$ cat config.mk
export PLATFORM = sky130hd
export DESIGN_NAME = uart_trig_fifo
export DESIGN_NICKNAME = d
export VERILOG_FILES = /design/src/rtl/uart_fifo_pkg.sv /design/src/rtl/uart_fifo_ptrs.sv /design/src/rtl/uart_fifo_store.sv /design/src/rtl/uart_fifo_flags.sv /design/src/rtl/uart_trig_fifo.sv
export SDC_FILE = /design/constraint.sdc
export NUM_CORES = 1
export LEC_CHECK = 0
export BUFFER_PORTS_ARGS = -buffer_cell sky130_fd_sc_hd__buf_2
export CAP_MARGIN = 0
export CORE_ASPECT_RATIO = 1.1
export CORE_MARGIN = 2
export CORE_UTILIZATION = 50
export DETAILED_ROUTE_END_ITERATION = 8
export PLACE_DENSITY = 0.69
export REMOVE_ABC_BUFFERS = 1
export SETUP_SLACK_MARGIN = 0.15
export SYNTH_ARGS = -nofsm -noshare
export SYNTH_HDL_FRONTEND = slang
export SYNTH_SLANG_ARGS = --single-unit
$ cat constraint.sdc
create_clock -name clk -period 6.53 [get_ports clk]
set_clock_uncertainty 0.05 [all_clocks]
set_input_delay 0.9795 -clock clk [delete_from_list [all_inputs] [get_ports clk]]
set_output_delay 0.9795 -clock clk [all_outputs]
set_load 0.005 [all_outputs]
$ cat src/rtl/uart_fifo_pkg.sv
// Shared types for the UART byte queue.
// Assumes: nothing beyond IEEE 1800-2017.
package uart_fifo_pkg;

    // Decoded status of the queue.
    typedef struct packed {
        logic empty;
        logic full;
        logic trig;
        logic nearly_full;
    } fifo_flags_t;

    // What the pointer logic does on one edge.
    typedef enum logic [1:0] {
        OP_HOLD = 2'b00,
        OP_POP  = 2'b01,
        OP_PUSH = 2'b10,
        OP_BOTH = 2'b11
    } fifo_op_e;

endpackage

$ cat src/rtl/uart_fifo_ptrs.sv
// Read/write pointers and occupancy count of the byte queue.
// A write is accepted only when the queue is not full and a read only when
// it is not empty. Flush and reset both return everything to zero.
// Assumes: DEPTH >= 2.
module uart_fifo_ptrs
    import uart_fifo_pkg::*;
#(
    parameter int DEPTH = 64,
    localparam int ADDR_W = $clog2(DEPTH),
    localparam int CNT_W  = $clog2(DEPTH + 1)
) (
    input  logic              clk,
    input  logic              rst_n,
    input  logic              flush,
    input  logic              push_valid,
    input  logic              pop_req,
    output logic              do_push,
    output logic              do_pop,
    output logic [ADDR_W-1:0] wr_ptr,
    output logic [ADDR_W-1:0] rd_ptr,
    output logic [CNT_W-1:0]  count
);

    localparam logic [CNT_W-1:0] CNT_FULL = CNT_W'(DEPTH);

    logic [ADDR_W-1:0] wr_nxt;
    logic [ADDR_W-1:0] rd_nxt;
    fifo_op_e          op;

    // Pointer increment: plain wrap for powers of two, compare otherwise.
    generate
        if ((DEPTH & (DEPTH - 1)) == 0) begin : g_pow2
            assign wr_nxt = wr_ptr + 1'b1;
            assign rd_nxt = rd_ptr + 1'b1;
        end else begin : g_npow2
            assign wr_nxt = (wr_ptr == ADDR_W'(DEPTH - 1)) ? '0 : wr_ptr + 1'b1;
            assign rd_nxt = (rd_ptr == ADDR_W'(DEPTH - 1)) ? '0 : rd_ptr + 1'b1;
        end
    endgenerate

    // Qualify requests against the current occupancy.
    always_comb begin
        do_push = push_valid && (count != CNT_FULL);
        do_pop  = pop_req && (count != '0);
        op      = fifo_op_e'({do_push, do_pop});
    end

    // Advance pointers and count; flush takes priority over traffic.
    always_ff @(posedge clk) begin
        if (!rst_n || flush) begin
            wr_ptr <= '0;
            rd_ptr <= '0;
            count  <= '0;
        end else begin
            case (op)
                OP_PUSH: begin
                    wr_ptr <= wr_nxt;
                    count  <= count + 1'b1;
                end
                OP_POP: begin
                    rd_ptr <= rd_nxt;
                    count  <= count - 1'b1;
                end
                OP_BOTH: begin
                    wr_ptr <= wr_nxt;
                    rd_ptr <= rd_nxt;
                end
                default: ;
            endcase
        end
    end

endmodule

$ cat src/rtl/uart_fifo_store.sv
// Byte storage of the queue: one write port, one asynchronous read port.
// Assumes: the caller never writes a slot that is being read as valid data.
module uart_fifo_store #(
    parameter int DATA_W = 8,
    parameter int DEPTH  = 64,
    localparam int ADDR_W = $clog2(DEPTH)
) (
    input  logic              clk,
    input  logic              we,
    input  logic [ADDR_W-1:0] waddr,
    input  logic [DATA_W-1:0] wdata,
    input  logic [ADDR_W-1:0] raddr,
    output logic [DATA_W-1:0] rdata
);

    logic [DATA_W-1:0] mem [DEPTH];

    // Store an accepted byte.
    always_ff @(posedge clk) begin
        if (we) mem[waddr] <= wdata;
    end

    // Present the slot at the read pointer.
    assign rdata = mem[raddr];

endmodule

$ cat src/rtl/uart_fifo_flags.sv
// Decodes the occupancy count into the status flags.
// Assumes: CNT_W >= LVL_W, so the threshold fits the count width.
module uart_fifo_flags
    import uart_fifo_pkg::*;
#(
    parameter int DEPTH = 64,
    parameter int LVL_W = 6,
    localparam int CNT_W = $clog2(DEPTH + 1)
) (
    input  logic [CNT_W-1:0] count,
    input  logic [LVL_W-1:0] trig_level,
    output fifo_flags_t      flags
);

    localparam logic [CNT_W-1:0] CNT_FULL = CNT_W'(DEPTH);
    localparam logic [CNT_W-1:0] CNT_NF   = CNT_W'(DEPTH - 1);

    // Compare occupancy against fixed and programmable thresholds.
    always_comb begin
        flags.empty       = (count == '0);
        flags.full        = (count == CNT_FULL);
        flags.trig        = (count >= CNT_W'(trig_level));
        flags.nearly_full = (count >= CNT_NF);
    end

endmodule

$ cat src/rtl/uart_trig_fifo.sv
// UART byte queue with trigger, nearly-full and overflow reporting.
// Registered pop data, registered event pulses, decoded flags.
// Assumes: rst_n and path_flush are synchronous to clk.
module uart_trig_fifo
    import uart_fifo_pkg::*;
#(
    parameter int DATA_W = 8,
    parameter int DEPTH  = 64,
    parameter int LVL_W  = 6,
    localparam int ADDR_W = $clog2(DEPTH),
    localparam int CNT_W  = $clog2(DEPTH + 1)
) (
    input  logic              clk,
    input  logic              rst_n,
    input  logic              path_flush,
    input  logic              push_valid,
    input  logic [DATA_W-1:0] push_data,
    input  logic              pop_req,
    input  logic [LVL_W-1:0]  trig_level,
    output logic [DATA_W-1:0] pop_data,
    output logic [CNT_W-1:0]  fill_level,
    output logic              empty,
    output logic              full,
    output logic              trig_hit,
    output logic              nearly_full,
    output logic              overflow_evt,
    output logic              flush_done
);

    logic              do_push;
    logic              do_pop;
    logic [ADDR_W-1:0] wr_ptr;
    logic [ADDR_W-1:0] rd_ptr;
    logic [DATA_W-1:0] head_byte;
    fifo_flags_t       flags;

    uart_fifo_ptrs #(.DEPTH(DEPTH)) ptrs_i (
        .clk       (clk),
        .rst_n     (rst_n),
        .flush     (path_flush),
        .push_valid(push_valid),
        .pop_req   (pop_req),
        .do_push   (do_push),
        .do_pop    (do_pop),
        .wr_ptr    (wr_ptr),
        .rd_ptr    (rd_ptr),
        .count     (fill_level)
    );

    uart_fifo_store #(.DATA_W(DATA_W), .DEPTH(DEPTH)) store_i (
        .clk  (clk),
        .we   (do_push && !path_flush),
        .waddr(wr_ptr),
        .wdata(push_data),
        .raddr(rd_ptr),
        .rdata(head_byte)
    );

    uart_fifo_flags #(.DEPTH(DEPTH), .LVL_W(LVL_W)) flags_i (
        .count     (fill_level),
        .trig_level(trig_level),
        .flags     (flags)
    );

    assign empty       = flags.empty;
    assign full        = flags.full;
    assign trig_hit    = flags.trig;
    assign nearly_full = flags.nearly_full;

    // Capture the departing byte; an empty pop yields zero.
    always_ff @(posedge clk) begin
        if (!rst_n || path_flush) pop_data <= '0;
        else if (pop_req)         pop_data <= do_pop ? head_byte : '0;
    end

    // One-cycle pulse for a write that found the queue full.
    always_ff @(posedge clk) begin
        if (!rst_n || path_flush) overflow_evt <= 1'b0;
        else                      overflow_evt <= push_valid && flags.full;
    end

    // One-cycle pulse marking the end of a flush.
    always_ff @(posedge clk) begin
        if (!rst_n) flush_done <= 1'b0;
        else        flush_done <= path_flush;
    end

endmodule

==> flow_summary.json <==
{
  "drtIter0Drc": 930,
  "post_drt_via_cell_ratio": 6.04,
  "power.density_cell_area_nw_per_um2": 293,
  "grt_start_max_net_pins": 114,
  "global_route.overflow_total": 0,
  "drc_errors": 0,
  "clkSlewWorstSetupHoldPaths_ns": 0.06,
  "cts_hold_buf": 0,
  "drive_gt1_share_pct": 21.5,
  "num_antenna_cells": 0,
  "setup_viol_count_final": 0,
  "synth.distinct_cells": 63,
  "tightest_slew_ns": 1.26,
  "tritoncts": "built",
  "gp_routability_congestion": 0.782,
  "clk_root_buffer_cell": "sky130_fd_sc_hd__clkbuf_16",
  "overall_power_of_the_completed_layout_mw": 7.02,
  "tritoncts_num_sinks": 547,
  "synth-edff-count": 512,
  "totalWireLength_um": 45900,
  "io_pins": 40,
  "dpl.hpwl_um": 26400,
  "leading_post_synthesis_cells_by_cell_area": "sky130_fd_sc_hd__edfxtp_1 71%, sky130_fd_sc_hd__mux4_2 12%, sky130_fd_sc_hd__dfxtp_1 3.2%",
  "die_area_um2": 44900,
  "synth_top_area_share_pct": 71.1,
  "seq_total_area_yosys_pct": 74.3,
  "most_frequent_cells_after_synthesis": "512 x sky130_fd_sc_hd__edfxtp_1, 118 x sky130_fd_sc_hd__mux4_2, 99 x sky130_fd_sc_hd__nor2_1",
  "rows": 79,
  "layout.nets": 1192,
  "status": "complete, no violations",
  "cp.required_ns": 5.50,
  "antenna_found_initial": 1,
  "yosys_register_bits": 547,
  "path_max_fanout": 9,
  "cts_made_buffers": 53,
  "area_growth_syn_to_layout_pct": 10.8,
  "dp_cells": 1668,
  "start_util_pct": 50.9,
  "routed_wire_length_per_instance_um": 26.0,
  "ys.warnings.count": 0,
  "timing.max_cap.violations": 0,
  "worst-setup-path-type": "flip-flop to output pin",
  "input_output_buffers": 39,
  "timing.setup.tns_ns": 0,
  "cp-end-kind": "output pin",
  "fin_cells": 1764,
  "ctsHtreeMaxLevel": 2,
  "layout.core_utilization_pct": 56.4,
  "netlist_area_um2": 21600,
  "post-route-period-util_pct": 57.6,
  "grt_pass1_vias": 10800,
  "rsz0062_at_grt": "false",
  "postRouteAntennaNets": 0,
  "grt_first_pass_wirelength_um": 68000,
  "ir_worst_vdd_uv": 201,
  "layout_min_cycle_time_ns": 3.76,
  "die_h_um": 222,
  "count_leader_synth": "sky130_fd_sc_hd__edfxtp_1",
  "hold_viol": 0,
  "dominantRegCellSynth": "sky130_fd_sc_hd__edfxtp_1",
  "postSynthAreaPerCell_um2": 19.5,
  "vias": 10700,
  "first_pass_iters": 5,
  "chipWidth_um": 202,
  "kind_of_path_behind_the_tightest_hold_check": "flip-flop to flip-flop",
  "timing.critical_path.from_type": "flip-flop",
  "postSynthCellCount": 1109,
  "crit_arrival_ns": 2.73,
  "fin_hold_ws_ns": 0.452,
  "postcts_setup_bufs": 0,
  "async_reset_ff_share_pct": 0,
  "grtUsageTotal_pct": 20.5,
  "synth_top_cell_by_area": "sky130_fd_sc_hd__edfxtp_1",
  "core_um2": 42500,
  "clock_latency_ns": 0.58,
  "cts_resized": 0,
  "slew_violations": 0,
  "fmax_mhz": 266,
  "ctsLongestPathBuffers": 3,
  "static_leakage_nw": 7.37,
  "slew-limit-headroom_pct": 16.3
}
==> sequential cells by signal, indices dropped and copies added, names as in the netlist, named ones only <==
register / flops
flush_done: 1
overflow_evt: 1
pop_data: 8
ptrs_i.count: 7
ptrs_i.rd_ptr: 6
ptrs_i.wr_ptr: 6
store_i.mem: 512
==> power breakdown <==
group / switching, mW / internal, mW
Clock: 1.25 / 1.73
Sequential: 0.0140 / 3.84
Combinational: 0.122 / 0.0638
==> worst max-delay path, stage by stage, from the launching register on <==
cell	delay, ns
sky130_fd_sc_hd__dfxtp_1	0.54
sky130_fd_sc_hd__inv_1	0.09
sky130_fd_sc_hd__ha_1	0.27
sky130_fd_sc_hd__nand2b_1	0.14
sky130_fd_sc_hd__a21o_1	0.19
sky130_fd_sc_hd__a21o_1	0.17
sky130_fd_sc_hd__a21o_1	0.17
sky130_fd_sc_hd__a21o_1	0.17
sky130_fd_sc_hd__a211o_1	0.28
sky130_fd_sc_hd__buf_2	0.12
==> metrics by stage <==
stage | setup WS (ns) | cell area (um2)
final | 2.77 | 24000
after detailed placement | 2.89 | 22300
after global placement | 2.90 | 22300
after floorplan | 0.767 | 21300
after CTS | 2.74 | 24000
after global routing | 2.64 | 24000
==> worst paths after layout <==
check,startpoint,to,slack (ns),cells after the start
worst max-delay path,ptrs_i.count[0],trig_hit,2.77,9
worst min-delay path,ptrs_i.rd_ptr[1],flip-flop,0.45,2
worst max register to register,ptrs_i.count[2],ptrs_i.count[6],2.97,10
worst min register to register,ptrs_i.rd_ptr[1],flip-flop,0.45,2
==> layout make-up <==
cell class                 instances  area (um2)
inverter                          11        46.3
tap                              567         709
multi-input combinational        496        5150
fill                            3232       18500
timing repair buffer              47         280
sequential                       547       16100
clock buffer                      72        1470
clock inverter                    24         221
==> routing by layer <==
layer	up-vias	GRT usage, %	part of all wire, %
met2	379	32.6	49
met3	85	3.44	6.7
li1	4623	-	-
met5	-	0	0.028
met4	2	6.83	2.8
met1	5566	29.2	42
==> layout by cell type (no fill, tap or decap), types with 10 or more instances in the layout <==
| cell type | instances |
|---|---|
| sky130_fd_sc_hd__clkinv_2 | 10 |
| sky130_fd_sc_hd__inv_1 | 10 |
| sky130_fd_sc_hd__ha_1 | 16 |
| sky130_fd_sc_hd__nor2b_1 | 18 |
| sky130_fd_sc_hd__mux2i_1 | 30 |
| sky130_fd_sc_hd__a22oi_1 | 16 |
| sky130_fd_sc_hd__o22ai_1 | 12 |
| sky130_fd_sc_hd__mux4_2 | 118 |
| sky130_fd_sc_hd__nand2_1 | 31 |
| sky130_fd_sc_hd__nor2_1 | 99 |
| sky130_fd_sc_hd__dfxtp_1 | 32 |
| sky130_fd_sc_hd__edfxtp_1 | 512 |
| sky130_fd_sc_hd__buf_2 | 39 |
| sky130_fd_sc_hd__a21oi_1 | 18 |
| sky130_fd_sc_hd__clkbuf_16 | 55 |
| sky130_fd_sc_hd__clkbuf_1 | 14 |
==> logic make-up after synthesis <==
| family | after synthesis | synth area share (%) |
|---|---|---|
| AND/OR/NAND/NOR | 206 | 4.64 |
| buffers and inverters | 66 | 1.83 |
| XOR/XNOR | 14 | 0.567 |
| adder cells (fa/ha/maj) | 17 | 1.02 |
| AO/OA/AOI/OAI | 108 | 3.56 |
| multiplexers | 151 | 14.0 |
| flip-flops | 547 | 74.3 |
Note: power is estimated with default switching activity, not from simulation.
